**config.mk**
```make
export PLATFORM = sky130hd
export DESIGN_NAME = supv_reset_seq
export DESIGN_NICKNAME = d
export VERILOG_FILES = /design/src/rtl/supv_reset_seq.sv
export SDC_FILE = /design/constraint.sdc
export NUM_CORES = 1
export LEC_CHECK = 0
export BUFFER_PORTS_ARGS = -buffer_cell sky130_fd_sc_hd__buf_2
export CAP_MARGIN = 20
export CELL_PAD_IN_SITES_DETAIL_PLACEMENT = 1
export CELL_PAD_IN_SITES_GLOBAL_PLACEMENT = 1
export CORE_ASPECT_RATIO = 0.9
export CORE_MARGIN = 2
export CORE_UTILIZATION = 38
export DETAILED_ROUTE_END_ITERATION = 8
export PLACE_DENSITY = 0.82
export SYNTH_ARGS = -nofsm -noshare
export SYNTH_HDL_FRONTEND = slang
export SYNTH_SLANG_ARGS = --single-unit
```
**constraint.sdc**
```tcl
create_clock -name clk -period 1.35 [get_ports clk]
set_input_delay 0.2025 -clock clk [delete_from_list [all_inputs] [get_ports clk]]
set_output_delay 0.2025 -clock clk [all_outputs]
set_load 0.005 [all_outputs]
```
**src/rtl/supv_reset_seq.sv**
```systemverilog
module supv_reset_seq #(
  parameter int STRETCH_TICKS  = 200,
  parameter int DEBOUNCE_TICKS = 10
) (
  input  logic clk,
  input  logic por_n,
  input  logic tick,
  input  logic pri_low,
  input  logic sec_low,
  input  logic mrst_n,
  output logic rst_n,
  output logic lowline_n,
  output logic secfail_n,
  output logic bus_inhibit
);
  localparam int SW = $clog2(STRETCH_TICKS + 1);
  localparam int DW = $clog2(DEBOUNCE_TICKS + 1);
  localparam logic [SW-1:0] S_LAST = SW'(STRETCH_TICKS - 1);
  localparam logic [DW-1:0] D_LAST = DW'(DEBOUNCE_TICKS - 1);

  logic [1:0]    mr_sync;
  logic          mr_act;
  logic [DW-1:0] dcnt;
  logic          hold;
  logic [SW-1:0] scnt;
  logic          cause;

  wire mr_low_s = ~mr_sync[1];
  assign cause = pri_low | mr_act;

  always_ff @(posedge clk or negedge por_n)
    if (!por_n) mr_sync <= 2'b11;
    else        mr_sync <= {mr_sync[0], mrst_n};

  always_ff @(posedge clk or negedge por_n)
    if (!por_n) begin
      mr_act <= 1'b0;
      dcnt   <= '0;
    end else if (mr_low_s == mr_act) begin
      dcnt <= '0;
    end else if (tick) begin
      if (dcnt == D_LAST) begin
        mr_act <= mr_low_s;
        dcnt   <= '0;
      end else begin
        dcnt <= dcnt + 1'b1;
      end
    end

  always_ff @(posedge clk or negedge por_n)
    if (!por_n) begin
      hold <= 1'b1;
      scnt <= '0;
    end else if (cause) begin
      hold <= 1'b1;
      scnt <= '0;
    end else if (hold && tick) begin
      if (scnt == S_LAST) begin
        hold <= 1'b0;
        scnt <= '0;
      end else begin
        scnt <= scnt + 1'b1;
      end
    end

  assign rst_n       = ~(hold | cause);
  assign bus_inhibit = hold | cause;
  assign lowline_n   = ~pri_low;
  assign secfail_n   = ~sec_low;
endmodule

```
; Word level (Yosys, flattened, before mapping)
; Cells that the tools add are included.
[word_totals]
register_bits = 16
input_bits = 6
[op_classes]
n_bitwise = 7
eq_ne = 3
n_reduce_logical = 6
mux = 9
n_addsub = 2
[op_table]
columns = cell, n
row1 = 8-bit 2-to-1 mux, 3
row2 = 4-bit 2-to-1 mux, 3
row3 = 8-bit by 1-bit adder with 8-bit output (second input constant), 1
row4 = 8-bit == test (second input constant), 1
row5 = 2-bit nonzero test, 3
row6 = 1-bit NOT, 5
row7 = 4-bit by 1-bit adder with 4-bit output (second input constant), 1
row8 = 4-bit == test (second input constant), 1
row9 = 1-bit 2-to-1 mux, 3
row10 = 3-bit AND reduction, 1
row11 = 1-bit bitwise OR, 2
row12 = 2-bit AND reduction, 1
row13 = 1-bit == test, 1
row14 = 1-bit logical AND, 1

; Depth between registers and ports, before layout
[depth]
word_depth = 4
ltp_mapped = 6
mapped_depth_nobuf = 6

; Worst setup path before layout
; OpenSTA, ideal clock, no wires.
[synth_path]
path_kind = flip-flop to flip-flop
startpoint = reg scnt[0]
endpoint = reg scnt[3]
setup_slack_ns = -0.080
t_arrival_ns = 1.307
stages_incl_launch_ff = 6
synth_period_minus_slack_ns = 1.430
t_required_ns = 1.227
path_cell_list = dfrtp_1 ha_1 nand4_1 or4_4 o21ai_2 nor2_1
[synth_between]
elab_chain_len = 4
elab_cells_between_ends = 5
cone_classes = add/sub (1) / eq/ne (1) / mux (3)
[synth_lines]
columns = element, line
row1 = "start, declared", 25  ; logic [SW-1:0] scnt;
row2 = "start signal, assigned", 62  ; scnt <= scnt + 1'b1;
row3 = 8-bit by 1-bit adder with 8-bit output / 8-bit == test (equally long branches), "62, 58"
row4 = 8-bit 2-to-1 mux (*), 58  ; if (scnt == S_LAST) begin
row5 = 8-bit 2-to-1 mux (*), 57  ; end else if (hold && tick) begin
row6 = 8-bit 2-to-1 mux (*), 54  ; end else if (cause) begin
; Every way passes the cells marked *; elsewhere a longest branch is shown, timed or not. The select of a mux whose other input is x is not followed.
; A chain may end at the register's enable or synchronous reset.

; Worst setup path after layout
[layout_path]
startpoint = reg mr_act
endpoint = out rst_n
[layout_between]
elab_chain_len = 3
[layout_lines]
columns = element, line
row1 = "start, declared", 22  ; logic mr_act;
row2 = "start signal, assigned", 43  ; mr_act <= mr_low_s;
row3 = 1-bit bitwise OR, 29  ; assign cause = pri_low | mr_act;
row4 = 1-bit bitwise OR, 66  ; assign rst_n = ~(hold | cause);
row5 = 1-bit NOT, 66
row6 = "end, declared", 11  ; output logic rst_n,
; No other way between the ends.

==> impl_metrics.py <==
metrics = {
    "outcome": {
        "status": "complete, but fails checks",
        "violations": "setup timing",
    },
    "global_routing": {
        "track_usage_pct": 21.41,
        "first_global_vias": 839,
        "grt_pass1_wl_um": 3981,
        "grt_overflow": 0,
        "antenna_found_initial": 0,
        "grt_max_degree": 17,
    },
    "die": {
        "core_um2": 2122,
        "row_count": 16,
        "fp.dieW_um": 53.29,
        "io_pins": 10,
        "die_area_um2": 2577,
        "initial_core_util_pct": 39.15,
        "die_h_um": 48.36,
    },
    "timing": {
        "worst_slew_margin_rel_pct": 73.18,
        "layout_min_cycle_time_ps": 1529,
        "clock.fmax_mhz": 654.0,
        "hold_viol": 0,
        "period_share_pct": 113.3,
        "setup_slack_ps": -179.0,
        "finalSetupViolCount": 8,
        "tightestPinTransition_ps": 401.0,
        "final_max_slew_viol_count": 0,
        "clock_skew_ps": 2.362,
        "rsz0062_at_grt": "yes",
    },
    "route": {
        "wl_met1_um": 985,
        "drtIter0Drc": 20,
        "num_vias": 763,
        "drc": 0,
        "highest_layer": "met4",
        "wl_um": 2373,
        "avgViaCountPerCell": 5.299,
        "ant_nets": 0,
        "dr_wl_met3_um": 62,
        "dr.pass1.iters": 4,
        "wl_met2_um": 1298,
        "routedWlPerCell_um": 16.48,
    },
    "placed_design": {
        "place_hpwl_um": 1600,
        "placed_cell_area_um2": 1017,
        "gp_congestion": 0.7841,
        "portBuffers": 9,
    },
    "cts": {
        "cts_tree": "yes",
        "cts-root-buf": "clkbuf_4",
        "cts_num_sinks": 16,
        "clock_latency_ps": 280,
        "htree_num_levels": 1,
        "clock_path_buffers": 2,
        "cts_buffers": 3,
        "clkTransAtPathRegs_ps": 100,
    },
    "setup_path": {
        "reg2reg_from": "scnt[1]",
        "cpMostUsedCell": "buf_6",
        "worstPathMaxFanout": 2,
        "startpoint": "mr_act",
        "crit_end": "rst_n",
        "worstPathRequired_ps": 1150,
        "cp.arrival_ps": 1330,
        "crit_path_max_incr_delay_ps": 410,
        "crit_path_cell_trace": "buf_6 > or3_4 > inv_2 > buf_6",
        "r2r_cells": 5,
        "path_depth": 4,
        "cp_slowest_cell": "dfrtp_1",
        "path_buf_inv": 3,
        "r2r_slack_ps": -160,
        "crit_path_start_kind": "flop",
        "criticalPathCategory": "reg -> out",
        "critPathCaptureType": "output pin",
        "crit_family": "flip-flops",
        "regToRegEndpoint": "scnt[4]",
    },
    "synth": {
        "synth-seq-cells": 16,
        "synth_area_per_cell_um2": 9.660,
        "yosys-top-cells-area": "dfrtp_1, dfstp_2, nand2_1, a21oi_1, ha_1",
        "synth_cell_type_count": 27,
        "synth_top_area_share_pct": 39.16,
        "yosys_most_used_dff": "dfrtp_1",
        "synthTopCellsByCount": "dfrtp_1, nand2_1, nor2_1, a21oi_1",
        "synth_area_um2": 830.8,
        "synth_nets": 95,
        "netlist_instances": 86,
        "synthArstFlopShare_pct": 100.0,
        "ys_seq_area_share_pct": 48.64,
        "synth_edf_count": 0,
        "synth_top_cell_by_area": "dfrtp_1",
        "synth_most_common_cell": "dfrtp_1",
        "ys_warn_count": 0,
    },
    "power": {
        "pwr-share-seq_pct": 53.2,
        "switching_share_pct": 24.74,
        "p_int_mw": 0.7088,
        "peakVddDrop_mv": 0.4365,
        "power.net_switching_mw": 0.2329,
        "total_power_mw": 0.9418,
        "p_clk_share_pct": 34.2,
        "powerDensity_nw_per_um2": 815.5,
        "p_leak_nw": 0.5134,
        "pwr-share-comb_pct": 12.5,
    },
    "run": {
        "cap_violations": 0,
    },
    "finish": {
        "fin_nets": 127,
        "fin_area_um2": 1155,
        "drive_gt1_share_pct": 44.44,
        "area_growth_pct": 39.01,
        "n_antenna_cell": 0,
    },
    "hold_path": {
        "hold_class": "in -> reg",
    },
}
cells in the final DEF (no fill, tap or decap), types with 2 or more instances in the layout:
| cell type | synthesis | layout |
|---|---|---|
| a21oi_1 | 8 | 6 |
| a21oi_2 | 0 | 2 |
| buf_2 | 0 | 7 |
| buf_4 | 0 | 15 |
| buf_6 | 0 | 3 |
| clkbuf_4 | 0 | 3 |
| dfrtp_1 | 13 | 12 |
| dfstp_2 | 3 | 3 |
| dlygate4sd3_1 | 0 | 2 |
| ha_1 | 3 | 2 |
| inv_1 | 6 | 5 |
| nand2_1 | 11 | 10 |
| nand3_1 | 2 | 2 |
| nor2_1 | 9 | 8 |
| nor3_1 | 5 | 4 |
| o21ai_0 | 6 | 4 |
| o21ai_2 | 1 | 2 |
| xnor2_1 | 2 | 2 |
| xor2_1 | 3 | 3 |
layer usage:
layer  global-route usage [%]  vias to the layer above
li1                         -                      359
met1                    27.18                      384
met2                    36.42                       16
met3                    2.778                        4
met4                    7.692                        0
met5                        0                        -
repair_timing:
| action | CTS | global route |
|---|---|---|
| hold buffers | 2 | 0 |
| gates resized for setup | 10 | 7 |
| setup endpoints to repair | 9 | 9 |
| setup buffers | 3 | 0 |
| hold endpoints to repair | 14 | 0 |
| pin swaps | 6 | 2 |
logic make-up after synthesis:
group	count (synthesis)	share of synthesized area, %
and+or+nand+nor	36	22.14
AOI/OAI and AO/OA	19	15.51
DFF	16	48.64
buffers and inverters	6	2.711
xor gates and xnor gates	5	5.272
adders and majority gates	3	4.519
muxes	1	1.205
state kept, by name, summed over array words and instances (netlist names):
signal	cells
hold	1
mr_act	1
scnt	8
dcnt	4
mr_sync	2
power groups by stage:
stage / sequential (mW) / clock [mW] / combinational (mW)
after floorplan: 0.512 / 0 / 0.0436
after global placement: 0.509 / 0 / 0.100
after detailed placement: 0.510 / 0 / 0.105
after CTS: 0.501 / 0.332 / 0.115
after global routing: 0.503 / 0.355 / 0.132
final: 0.501 / 0.322 / 0.118
worst register-to-register path, delay by kind of cell, from the launching register on:
| family | cells | cell delay [ps] |
|---|---|---|
| AND/OR/NAND/NOR | 3 | 680 |
| AO/OA/AOI/OAI | 1 | 170 |
| adder cells (fa/ha/maj) | 1 | 190 |
| flip-flops | 1 | 370 |
per-stage QoR:
stage	setup TNS, ps	setup WS [ps]	utilization (%)	hold slack, ps	std cells
2_1_floorplan	-282.5	-68.86	-	-93.09	86
3_3_place_gp	-109.8	-34.43	47.94	131.0	135
3_5_place_dp	-337.2	-81.67	47.94	139.9	135
4_1_cts	-1062	-182.5	53.01	297.8	144
5_1_grt	-1612	-231.6	54.42	321.3	144
6_report	-1045	-179.0	54.42	309.2	144
cell type report:
cell class / instances / area (µm²)
sequential: 16 / 405.4
clock buffer: 4 / 36.28
multi-input combinational: 64 / 455.4
tap: 27 / 33.78
fill: 256 / 967.2
inverter: 6 / 22.52
timing repair buffer: 27 / 201.4
worst min-delay path by stage:
stage,startpoint,end,slack [ps],cells past startpoint
floorplan,por_n,dcnt[0],-90,0
global placement,por_n,scnt[7],130,1
detailed placement,por_n,scnt[7],140,1
CTS,tick,mr_act,300,3
global route,tick,mr_act,320,3
finish,tick,mr_act,310,3
Note: power is estimated with default switching activity, not from simulation.
